`src/rtl/pad_pkg.sv`:
```
package pad_pkg;

    // Register address width and map
    localparam int REG_AW = 3;

    typedef enum logic [REG_AW-1:0] {
        REG_LATCH  = 3'd0,
        REG_MODE   = 3'd1,
        REG_DRIVE  = 3'd2,
        REG_GLOBAL = 3'd3,
        REG_PADS   = 3'd4
    } reg_sel_e;

    // Bit positions inside the global word
    localparam int GLB_ROUTE_BIT = 0;
    localparam int GLB_PULL_BIT  = 1;

    typedef struct packed {
        logic pull_off;
        logic route_on;
    } glob_cfg_t;

    typedef struct packed {
        logic hi;
        logic lo;
        logic pull;
        logic rx;
    } pin_ctl_t;

    // Output value: the peripheral wins only when routing is on and selected
    function automatic logic pick_value(input logic latch_v, input logic periph_v,
                                        input logic sel, input logic route_on);
        return (route_on && sel) ? periph_v : latch_v;
    endfunction

    // Driver and receiver controls of one pin
    function automatic pin_ctl_t pin_control(input logic value, input logic digital,
                                             input logic push_pull, input glob_cfg_t g);
        pin_ctl_t c;
        c.hi   = g.route_on & digital & push_pull & value;
        c.lo   = g.route_on & digital & ~value;
        c.pull = digital & ~g.pull_off & ~c.lo;
        c.rx   = digital;
        return c;
    endfunction

endpackage

```
`src/rtl/pad_cfg_regs.sv`:
```
module pad_cfg_regs
    import pad_pkg::*;
#(
    parameter int NPINS = 8
) (
    input  logic             clk,
    input  logic             rst,
    input  logic             wr_en,
    input  logic [REG_AW-1:0] wr_addr,
    input  logic [NPINS-1:0] wr_data,
    output logic [NPINS-1:0] latch_q,
    output logic [NPINS-1:0] digital_q,
    output logic [NPINS-1:0] pushpull_q,
    output glob_cfg_t        glob_q
);

    always_ff @(posedge clk) begin
        if (rst) begin
            latch_q    <= '1;
            digital_q  <= '1;
            pushpull_q <= '0;
            glob_q     <= '0;
        end else if (wr_en) begin
            case (reg_sel_e'(wr_addr))
                REG_LATCH:  latch_q    <= wr_data;
                REG_MODE:   digital_q  <= wr_data;
                REG_DRIVE:  pushpull_q <= wr_data;
                REG_GLOBAL: begin
                    glob_q.route_on <= wr_data[GLB_ROUTE_BIT];
                    glob_q.pull_off <= wr_data[GLB_PULL_BIT];
                end
                default: ;
            endcase
        end
    end

endmodule

```
`src/rtl/pad_in_sync.sv`:
```
module pad_in_sync #(
    parameter int NPINS  = 8,
    parameter int STAGES = 2
) (
    input  logic             clk,
    input  logic             rst,
    input  logic [NPINS-1:0] d,
    output logic [NPINS-1:0] q
);

    logic [NPINS-1:0] stage [STAGES];

    for (genvar s = 0; s < STAGES; s++) begin : g_stage
        if (s == 0) begin : g_first
            always_ff @(posedge clk) begin
                if (rst) stage[s] <= '0;
                else     stage[s] <= d;
            end
        end else begin : g_next
            always_ff @(posedge clk) begin
                if (rst) stage[s] <= '0;
                else     stage[s] <= stage[s-1];
            end
        end
    end

    assign q = stage[STAGES-1];

endmodule

```
`src/rtl/pad_pin_cell.sv`:
```
module pad_pin_cell
    import pad_pkg::*;
(
    input  logic      latch_v,
    input  logic      periph_v,
    input  logic      sel,
    input  logic      digital,
    input  logic      push_pull,
    input  glob_cfg_t glob,
    output logic      drv_hi,
    output logic      drv_lo,
    output logic      pull_en,
    output logic      rx_en
);

    logic     value;
    pin_ctl_t ctl;

    always_comb begin
        value = pick_value(latch_v, periph_v, sel, glob.route_on);
        ctl   = pin_control(value, digital, push_pull, glob);
    end

    assign drv_hi  = ctl.hi;
    assign drv_lo  = ctl.lo;
    assign pull_en = ctl.pull;
    assign rx_en   = ctl.rx;

endmodule

```
`src/rtl/pad_bank_ctrl.sv`:
```
module pad_bank_ctrl
    import pad_pkg::*;
#(
    parameter int NPINS       = 8,  // at least 2 (global word needs two bits)
    parameter int SYNC_STAGES = 2
) (
    input  logic              clk,
    input  logic              rst,
    input  logic              wr_en,
    input  logic [REG_AW-1:0] wr_addr,
    input  logic [NPINS-1:0]  wr_data,
    input  logic [REG_AW-1:0] rd_addr,
    output logic [NPINS-1:0]  rd_data,
    input  logic [NPINS-1:0]  periph_sel,
    input  logic [NPINS-1:0]  periph_out,
    input  logic [NPINS-1:0]  pad_in,
    output logic [NPINS-1:0]  drv_hi,
    output logic [NPINS-1:0]  drv_lo,
    output logic [NPINS-1:0]  pull_en,
    output logic [NPINS-1:0]  rx_en
);

    localparam int GLB_PAD = NPINS - 2;

    logic [NPINS-1:0] latch_q;
    logic [NPINS-1:0] digital_q;
    logic [NPINS-1:0] pushpull_q;
    glob_cfg_t        glob_q;
    logic [NPINS-1:0] pad_sync;
    logic [NPINS-1:0] readback;

    pad_cfg_regs #(.NPINS(NPINS)) u_regs (
        .clk        (clk),
        .rst        (rst),
        .wr_en      (wr_en),
        .wr_addr    (wr_addr),
        .wr_data    (wr_data),
        .latch_q    (latch_q),
        .digital_q  (digital_q),
        .pushpull_q (pushpull_q),
        .glob_q     (glob_q)
    );

    pad_in_sync #(.NPINS(NPINS), .STAGES(SYNC_STAGES)) u_sync (
        .clk (clk),
        .rst (rst),
        .d   (pad_in),
        .q   (pad_sync)
    );

    for (genvar i = 0; i < NPINS; i++) begin : g_pin
        pad_pin_cell u_cell (
            .latch_v   (latch_q[i]),
            .periph_v  (periph_out[i]),
            .sel       (periph_sel[i]),
            .digital   (digital_q[i]),
            .push_pull (pushpull_q[i]),
            .glob      (glob_q),
            .drv_hi    (drv_hi[i]),
            .drv_lo    (drv_lo[i]),
            .pull_en   (pull_en[i]),
            .rx_en     (rx_en[i])
        );
    end

    // Analog pins are masked with the current mode, so a switch takes effect at once
    assign readback = pad_sync & digital_q;

    always_comb begin
        case (reg_sel_e'(rd_addr))
            REG_LATCH:  rd_data = latch_q;
            REG_MODE:   rd_data = digital_q;
            REG_DRIVE:  rd_data = pushpull_q;
            REG_GLOBAL: rd_data = {{GLB_PAD{1'b0}}, glob_q.pull_off, glob_q.route_on};
            REG_PADS:   rd_data = readback;
            default:    rd_data = '0;
        endcase
    end

endmodule

```
`config.mk`:
```
export PLATFORM = sky130hd
export DESIGN_NAME = pad_bank_ctrl
export DESIGN_NICKNAME = d
export VERILOG_FILES = /design/src/rtl/pad_pkg.sv /design/src/rtl/pad_cfg_regs.sv /design/src/rtl/pad_in_sync.sv /design/src/rtl/pad_pin_cell.sv /design/src/rtl/pad_bank_ctrl.sv
export SDC_FILE = /design/constraint.sdc
export NUM_CORES = 1
export LEC_CHECK = 0
export BUFFER_PORTS_ARGS = -buffer_cell sky130_fd_sc_hd__buf_2
export CORE_ASPECT_RATIO = 1.75
export CORE_MARGIN = 2
export CORE_UTILIZATION = 31
export CTS_CLUSTER_SIZE = 25
export DETAILED_ROUTE_END_ITERATION = 8
export PLACE_DENSITY = 0.51
export SLEW_MARGIN = 20
export SYNTH_ARGS = -nofsm -noshare
export SYNTH_HDL_FRONTEND = slang
export SYNTH_SLANG_ARGS = --single-unit
```
`constraint.sdc`:
```
create_clock -name clk -period 2.8 [get_ports clk]
set_input_delay 0.56 -clock clk [delete_from_list [all_inputs] [get_ports clk]]
set_output_delay 0.56 -clock clk [all_outputs]
set_load 0.02 [all_outputs]
```
==> results of run 1 <==
-- power breakdown --
part / total [mW] / internal (mW) / switching [mW] / leakage, nW
clock network: 0.640 / 0.421 / 0.218 / 0.0781
registers: 0.627 / 0.617 / 0.0107 / 0.343
logic: 0.168 / 0.0717 / 0.0964 / 0.787
total: 1.44 / 1.11 / 0.326 / 1.21
-- cell usage after synthesis, drive strengths merged, types with 2 or more instances --
cell type and n:
nor3 24, inv 8, mux2i 24, mux2 2
dfxtp 42, nor2 27, and3 8, buf 40
a21oi 24, and4bb 2, nor2b 18, nand3 8
clkbuf 8, a22oi 2, o32ai 8
-- per-stage QoR --
stage / cell area [sq um] / worst slack (ps)
5_1_grt: 2540 / 572
3_5_place_dp: 2380 / 648
4_1_cts: 2540 / 649
6_report: 2540 / 654
2_1_floorplan: 2170 / 679
3_3_place_gp: 2380 / 678
-- worst max-delay path: cells and delay by family --
kind                   cells  cell delay [ps]
buffers and inverters      3              520
AND/OR/NAND/NOR            1              140
AO/OA/AOI/OAI              2              360
-- sequential cells by signal, indices dropped and copies added (netlist names) --
name               cells
u_regs.glob_q          2
u_regs.pushpull_q      8
u_sync.stage          16
u_regs.digital_q       8
u_regs.latch_q         8
-- per-layer routing --
| layer | part of all wire, % | vias up | GRT usage [%] |
|---|---|---|---|
| met5 | 0 | - | 0 |
| met3 | 5.4 | 2 | 3.74 |
| li1 | - | 911 | - |
| met2 | 53 | 44 | 24.8 |
| met1 | 40 | 783 | 15.4 |
| met4 | 0.77 | 0 | 4.08 |
-- cell families after synthesis --
kind of cell    count (synthesis)  share of synthesized area (%)
flops                          42                           38.8
simple gates                   90                           22.7
compound gates                 34                           9.82
mux                            26                           12.1
buf+inv                        56                           16.5
-- cell type report --
cell class	count	area [sq um]	area share [%]
well taps	84	105	4.13
clock buffers	7	133	5.21
repair buffers	85	438	17.2
clock inverters	1	30.0	1.18
multi-input cells	150	968	38.1
flip-flops and latches	42	841	33.0
inverters	8	30.0	1.18
-- worst max-delay path by stage --
| stage | start | to | slack (ps) | depth (start not counted) |
|---|---|---|---|---|
| CTS | rd_addr[0] | rd_data[6] | 650 | 6 |
| global placement | rd_addr[2] | rd_data[2] | 680 | 6 |
| finish | rd_addr[0] | rd_data[6] | 650 | 6 |
| floorplan | rd_addr[1] | rd_data[0] | 680 | 3 |
| global route | rd_addr[0] | rd_data[2] | 570 | 6 |
| detailed placement | rd_addr[0] | rd_data[6] | 650 | 6 |
==> impl_metrics.py, run 1 <==
metrics = {
    "synthesis": {
        "synthTopCellsByArea": "dfxtp_1, buf_4, mux2i_1, nor3_1, nor2b_1",
        "ys.flop_type": "dfxtp_1",
        "synth_largest_area_cell": "dfxtp_1",
        "syn_nets": 289,
        "synth-seq-area-share_pct": 38.8,
        "async_reset_ff_share_pct": 0,
        "syn_inst": 248,
        "yosysUniqueCellTypes": 25,
        "syn_area_sq_mm": 0.00217,
        "synth-seq-cells": 42,
        "synth_enable_flop_cells": 0,
        "synth.avg_cell_area_sq_um": 8.74,
        "synth_top_area_share_pct": 38.8,
        "yosys_warnings": 0,
    },
    "grt": {
        "grt_overflow": 0,
        "grt_max_degree": 51,
        "grt_pass1_wl_microns": 7890,
        "grt_antenna_before_repair": 0,
        "first_global_vias": 1614,
        "grt_use_total_pct": 13.8,
    },
    "sta": {
        "clock_skew_ps": 8.46,
        "hold-worst-slack_ps": 433,
        "tightest_slew_ps": 866,
        "fin_crit_sh_pct": 76.6,
        "finalHoldViolCount": 0,
        "max_freq_mhz": 466,
        "rsz0062_at_grt": "false",
        "setup_tns_ps": 0,
        "drv_slew": 0,
        "slew_headroom_pct": 42.3,
        "final.min_clock_period_ps": 2150,
        "setup_viol": 0,
    },
    "worst_setup_path": {
        "arrival_ps": 1590,
        "r2r-end": "u_regs.glob_q[0]",
        "cp_common_cell": "buf_2",
        "criticalPathCategory": "in -> out",
        "crit_required_ps": 2240,
        "start_kind": "input port",
        "cp_slowest_cell": "o32ai_1",
        "endpoint_kind": "output port",
        "r2r_slack_ps": 1790,
        "timing.rr.start": "u_regs.glob_q[0]",
        "crit_chain": "buf_2 -> nor2b_1 -> buf_4 -> a21oi_1 -> o32ai_1 -> buf_2",
        "path_max_fanout": 8,
        "reg2reg_depth": 3,
        "worst_path_largest_cell_delay_ps": 310,
    },
    "floorplanning": {
        "die-area_sq_mm": 0.00770,
        "coreArea_sq_mm": 0.00681,
        "die_h_microns": 115,
        "initial_core_util_pct": 31.8,
        "ios": 81,
        "die_x_microns": 67.2,
        "row_count": 40,
    },
    "cts": {
        "cts_setup_buffers": 0,
        "clk_pin_slew_ps": 60,
        "tritoncts": "yes",
        "post_cts_resized": 0,
        "hold_buffers": 0,
        "cts_max_level": 2,
        "cts_buffer_depth": 2,
        "numCtsBuffers": 5,
        "clk-insertion-delay-late_ps": 280,
        "cts_root_buffer": "clkbuf_16",
        "clkSinkCount": 42,
    },
    "placement": {
        "place_inst": 369,
        "port_buffers": 80,
        "place_hpwl_microns": 4050,
        "gp_congestion": 0.809,
    },
    "power_and_ir_drop": {
        "total_power_mw": 1.44,
        "ir_drop_uv": 512,
        "power-per-cell-area_mw_per_mm2": 564,
        "leakage_nw": 1.21,
    },
    "finish": {
        "syn_to_final_growth_pct": 17.4,
        "finish.utilization_pct": 37.4,
        "final_common_cell": "buf_2",
        "diodes": 0,
        "drive_gt1_share_pct": 33.8,
        "final_cells": 377,
        "final_cell_mix": "buf_2, dfxtp_1, nor2_1",
        "fillCellCount": 749,
        "nNetsFinal": 333,
    },
    "worst_hold_path": {
        "min_to": "u_sync.stage[1][6]",
        "hold_class": "reg -> reg",
        "min_path_cells": 1,
        "min-delay-start": "u_sync.stage[0][6]",
    },
    "route": {
        "drc": 0,
        "drtIter0Drc": 29,
        "dr.pass1.iters": 4,
        "vias": 1740,
        "ant_nets": 0,
        "via_per_inst": 4.62,
        "wire_per_inst_microns": 13.8,
        "totalWireLength_microns": 5210,
    },
    "job": {
        "cap_viol_max_count": 0,
    },
    "status": {
        "outcome": "completed",
    },
}
No activity file was read; power rests on OpenSTA's default activity.
==> run 2, diff against run 1 <==
PLACE_DENSITY = 0.53   (was 0.51)
clock period = 1.9 ns   (was 2.8 ns; I/O delays follow)
==> run 2 against run 1 <==
Against the previous run:
- final cell count grew 1.3%
- clock power is 46% higher
- cell area rose by 3.0%
- hold slack worse by 130 ps
- core utilization grew 1.1 points
- combinational power rose by 58%
- sequential power up 47%
- global-route usage fell by 0.35 points
- critical endpoint is now rd_data[7]
==> impl_metrics.py, run 2 (synthesis gave the netlist of run 1 again) <==
metrics = {
    "status": {
        "outcome": "completed",
    },
    "cts": {
        "numCtsBuffers": 5,
        "tritoncts": "yes",
        "cts_setup_buffers": 0,
        "cts_root_buffer": "clkbuf_16",
        "clkSinkCount": 42,
        "cts_buffer_depth": 2,
        "cts_max_level": 2,
        "clk_pin_slew_ps": 60,
        "clk-insertion-delay-late_ps": 280,
    },
    "worst_setup_path": {
        "start_kind": "input port",
        "path_max_fanout": 6,
        "reg2reg_depth": 3,
        "endpoint_kind": "output port",
        "criticalPathCategory": "in -> out",
        "arrival_ps": 1430,
        "crit_required_ps": 1520,
    },
    "sta": {
        "rsz0062_at_grt": "false",
        "max_freq_mhz": 554,
        "drv_slew": 0,
        "finalHoldViolCount": 0,
        "clock_skew_ps": 0.635,
        "slew_headroom_pct": 73.4,
        "setup_tns_ps": 0,
        "tightest_slew_ps": 398,
        "fin_crit_sh_pct": 95.1,
        "setup_viol": 0,
        "final.min_clock_period_ps": 1810,
    },
    "grt": {
        "grt_overflow": 0,
        "grt_antenna_before_repair": 0,
        "first_global_vias": 1585,
        "grt_use_total_pct": 13.5,
        "grt_pass1_wl_microns": 7700,
        "grt_max_degree": 51,
    },
    "floorplanning": {
        "initial_core_util_pct": 31.8,
        "ios": 81,
        "die_x_microns": 67.2,
        "die-area_sq_mm": 0.00770,
        "coreArea_sq_mm": 0.00681,
        "row_count": 40,
        "die_h_microns": 115,
    },
    "route": {
        "ant_nets": 0,
        "via_per_inst": 4.70,
        "wire_per_inst_microns": 13.2,
        "drc": 0,
        "drtIter0Drc": 40,
        "totalWireLength_microns": 5030,
        "vias": 1797,
        "dr.pass1.iters": 4,
    },
    "finish": {
        "largest_register": "u_sync.stage",
        "largest_reg_flops": 16,
        "nNetsFinal": 338,
        "final_cell_mix": "buf_2, dfxtp_1, nor2_1",
        "drive_gt1_share_pct": 36.9,
        "diodes": 0,
        "stdcell_area_sq_mm": 0.00262,
        "syn_to_final_growth_pct": 21.0,
        "fillCellCount": 757,
        "final_common_cell": "buf_2",
    },
    "power_and_ir_drop": {
        "leakage_nw": 1.25,
        "power-per-cell-area_mw_per_mm2": 810,
        "total_power_mw": 2.13,
        "ir_drop_uv": 500,
    },
    "worst_hold_path": {
        "min_path_cells": 2,
        "hold_class": "in -> reg",
    },
    "placement": {
        "place_hpwl_microns": 3850,
        "gp_congestion": 0.765,
        "port_buffers": 80,
        "post_dp_cell_area_sq_mm": 0.00243,
    },
    "job": {
        "cap_viol_max_count": 0,
    },
}
## run 2: cell types whose count changed in the layout (fill, tap and decap cells not counted), sizes merged
cell	previous run	this run
clkinv	0	2
buf	85	90
clkbuf	7	5
## run 2: repair_timing
| item | 4_1_cts | 5_1_grt |
|---|---|---|
| gates resized for setup | 0 | 4 |
| hold buffers | 0 | 0 |
| setup endpoints to repair | 0 | 2 |
## run 2: area by class of cell
cell class | instances | area, sq um | area share, %
clock buffer | 5 | 125 | 4.77
clock inverter | 3 | 40.0 | 1.53
multi-input combinational | 150 | 993 | 37.9
inverter | 8 | 30.0 | 1.15
timing repair buffer | 90 | 488 | 18.6
sequential | 42 | 841 | 32.1
tap | 84 | 105 | 4.01
## run 2: final timing paths
path | slack, ps | to | from
max reg2reg | 1090 | u_regs.glob_q[0] | u_regs.glob_q[0]
max | 90 | rd_data[7] | rd_addr[0]
min reg2reg | 430 | u_sync.stage[1][5] | u_sync.stage[0][5]
min | 300 | u_sync.stage[0][1] | pad_in[1]
## run 2: per-layer routing
metal  part of all wire, %  routed length (microns)  global-route usage [%]  vias up
met1                    39                     1980                    14.4      827
met3                   5.0                      250                    2.85        5
met4                   1.5                       78                    5.99        0
li1                      -                        -                       -      918
met2                    54                     2720                    24.4       47
met5                     0                        0                       0        -
## run 2: through the flow
step | worst slack (ps) | cells | utilization (%) | hold WS [ps]
after floorplan | 139 | 248 | - | 414
after global placement | 82.8 | 374 | 35.7 | 420
after detailed placement | 48.6 | 374 | 35.7 | 423
after CTS | 41.3 | 382 | 38.2 | 301
after global routing | 4.05 | 382 | 38.5 | 299
final | 93.5 | 382 | 38.5 | 304
## run 2: critical path, stage by stage
cell and delay, ps:
buf_2 150, nor2b_1 200, buf_4 160, a21oi_1 40
o32ai_1 260, buf_2 220
## run 2: where the power goes
| part | switching [mW] | leakage [nW] | internal, mW |
|---|---|---|---|
| combinational | 0.148 | 0.825 | 0.118 |
| clock | 0.323 | 0.0836 | 0.614 |
| sequential | 0.0139 | 0.343 | 0.909 |
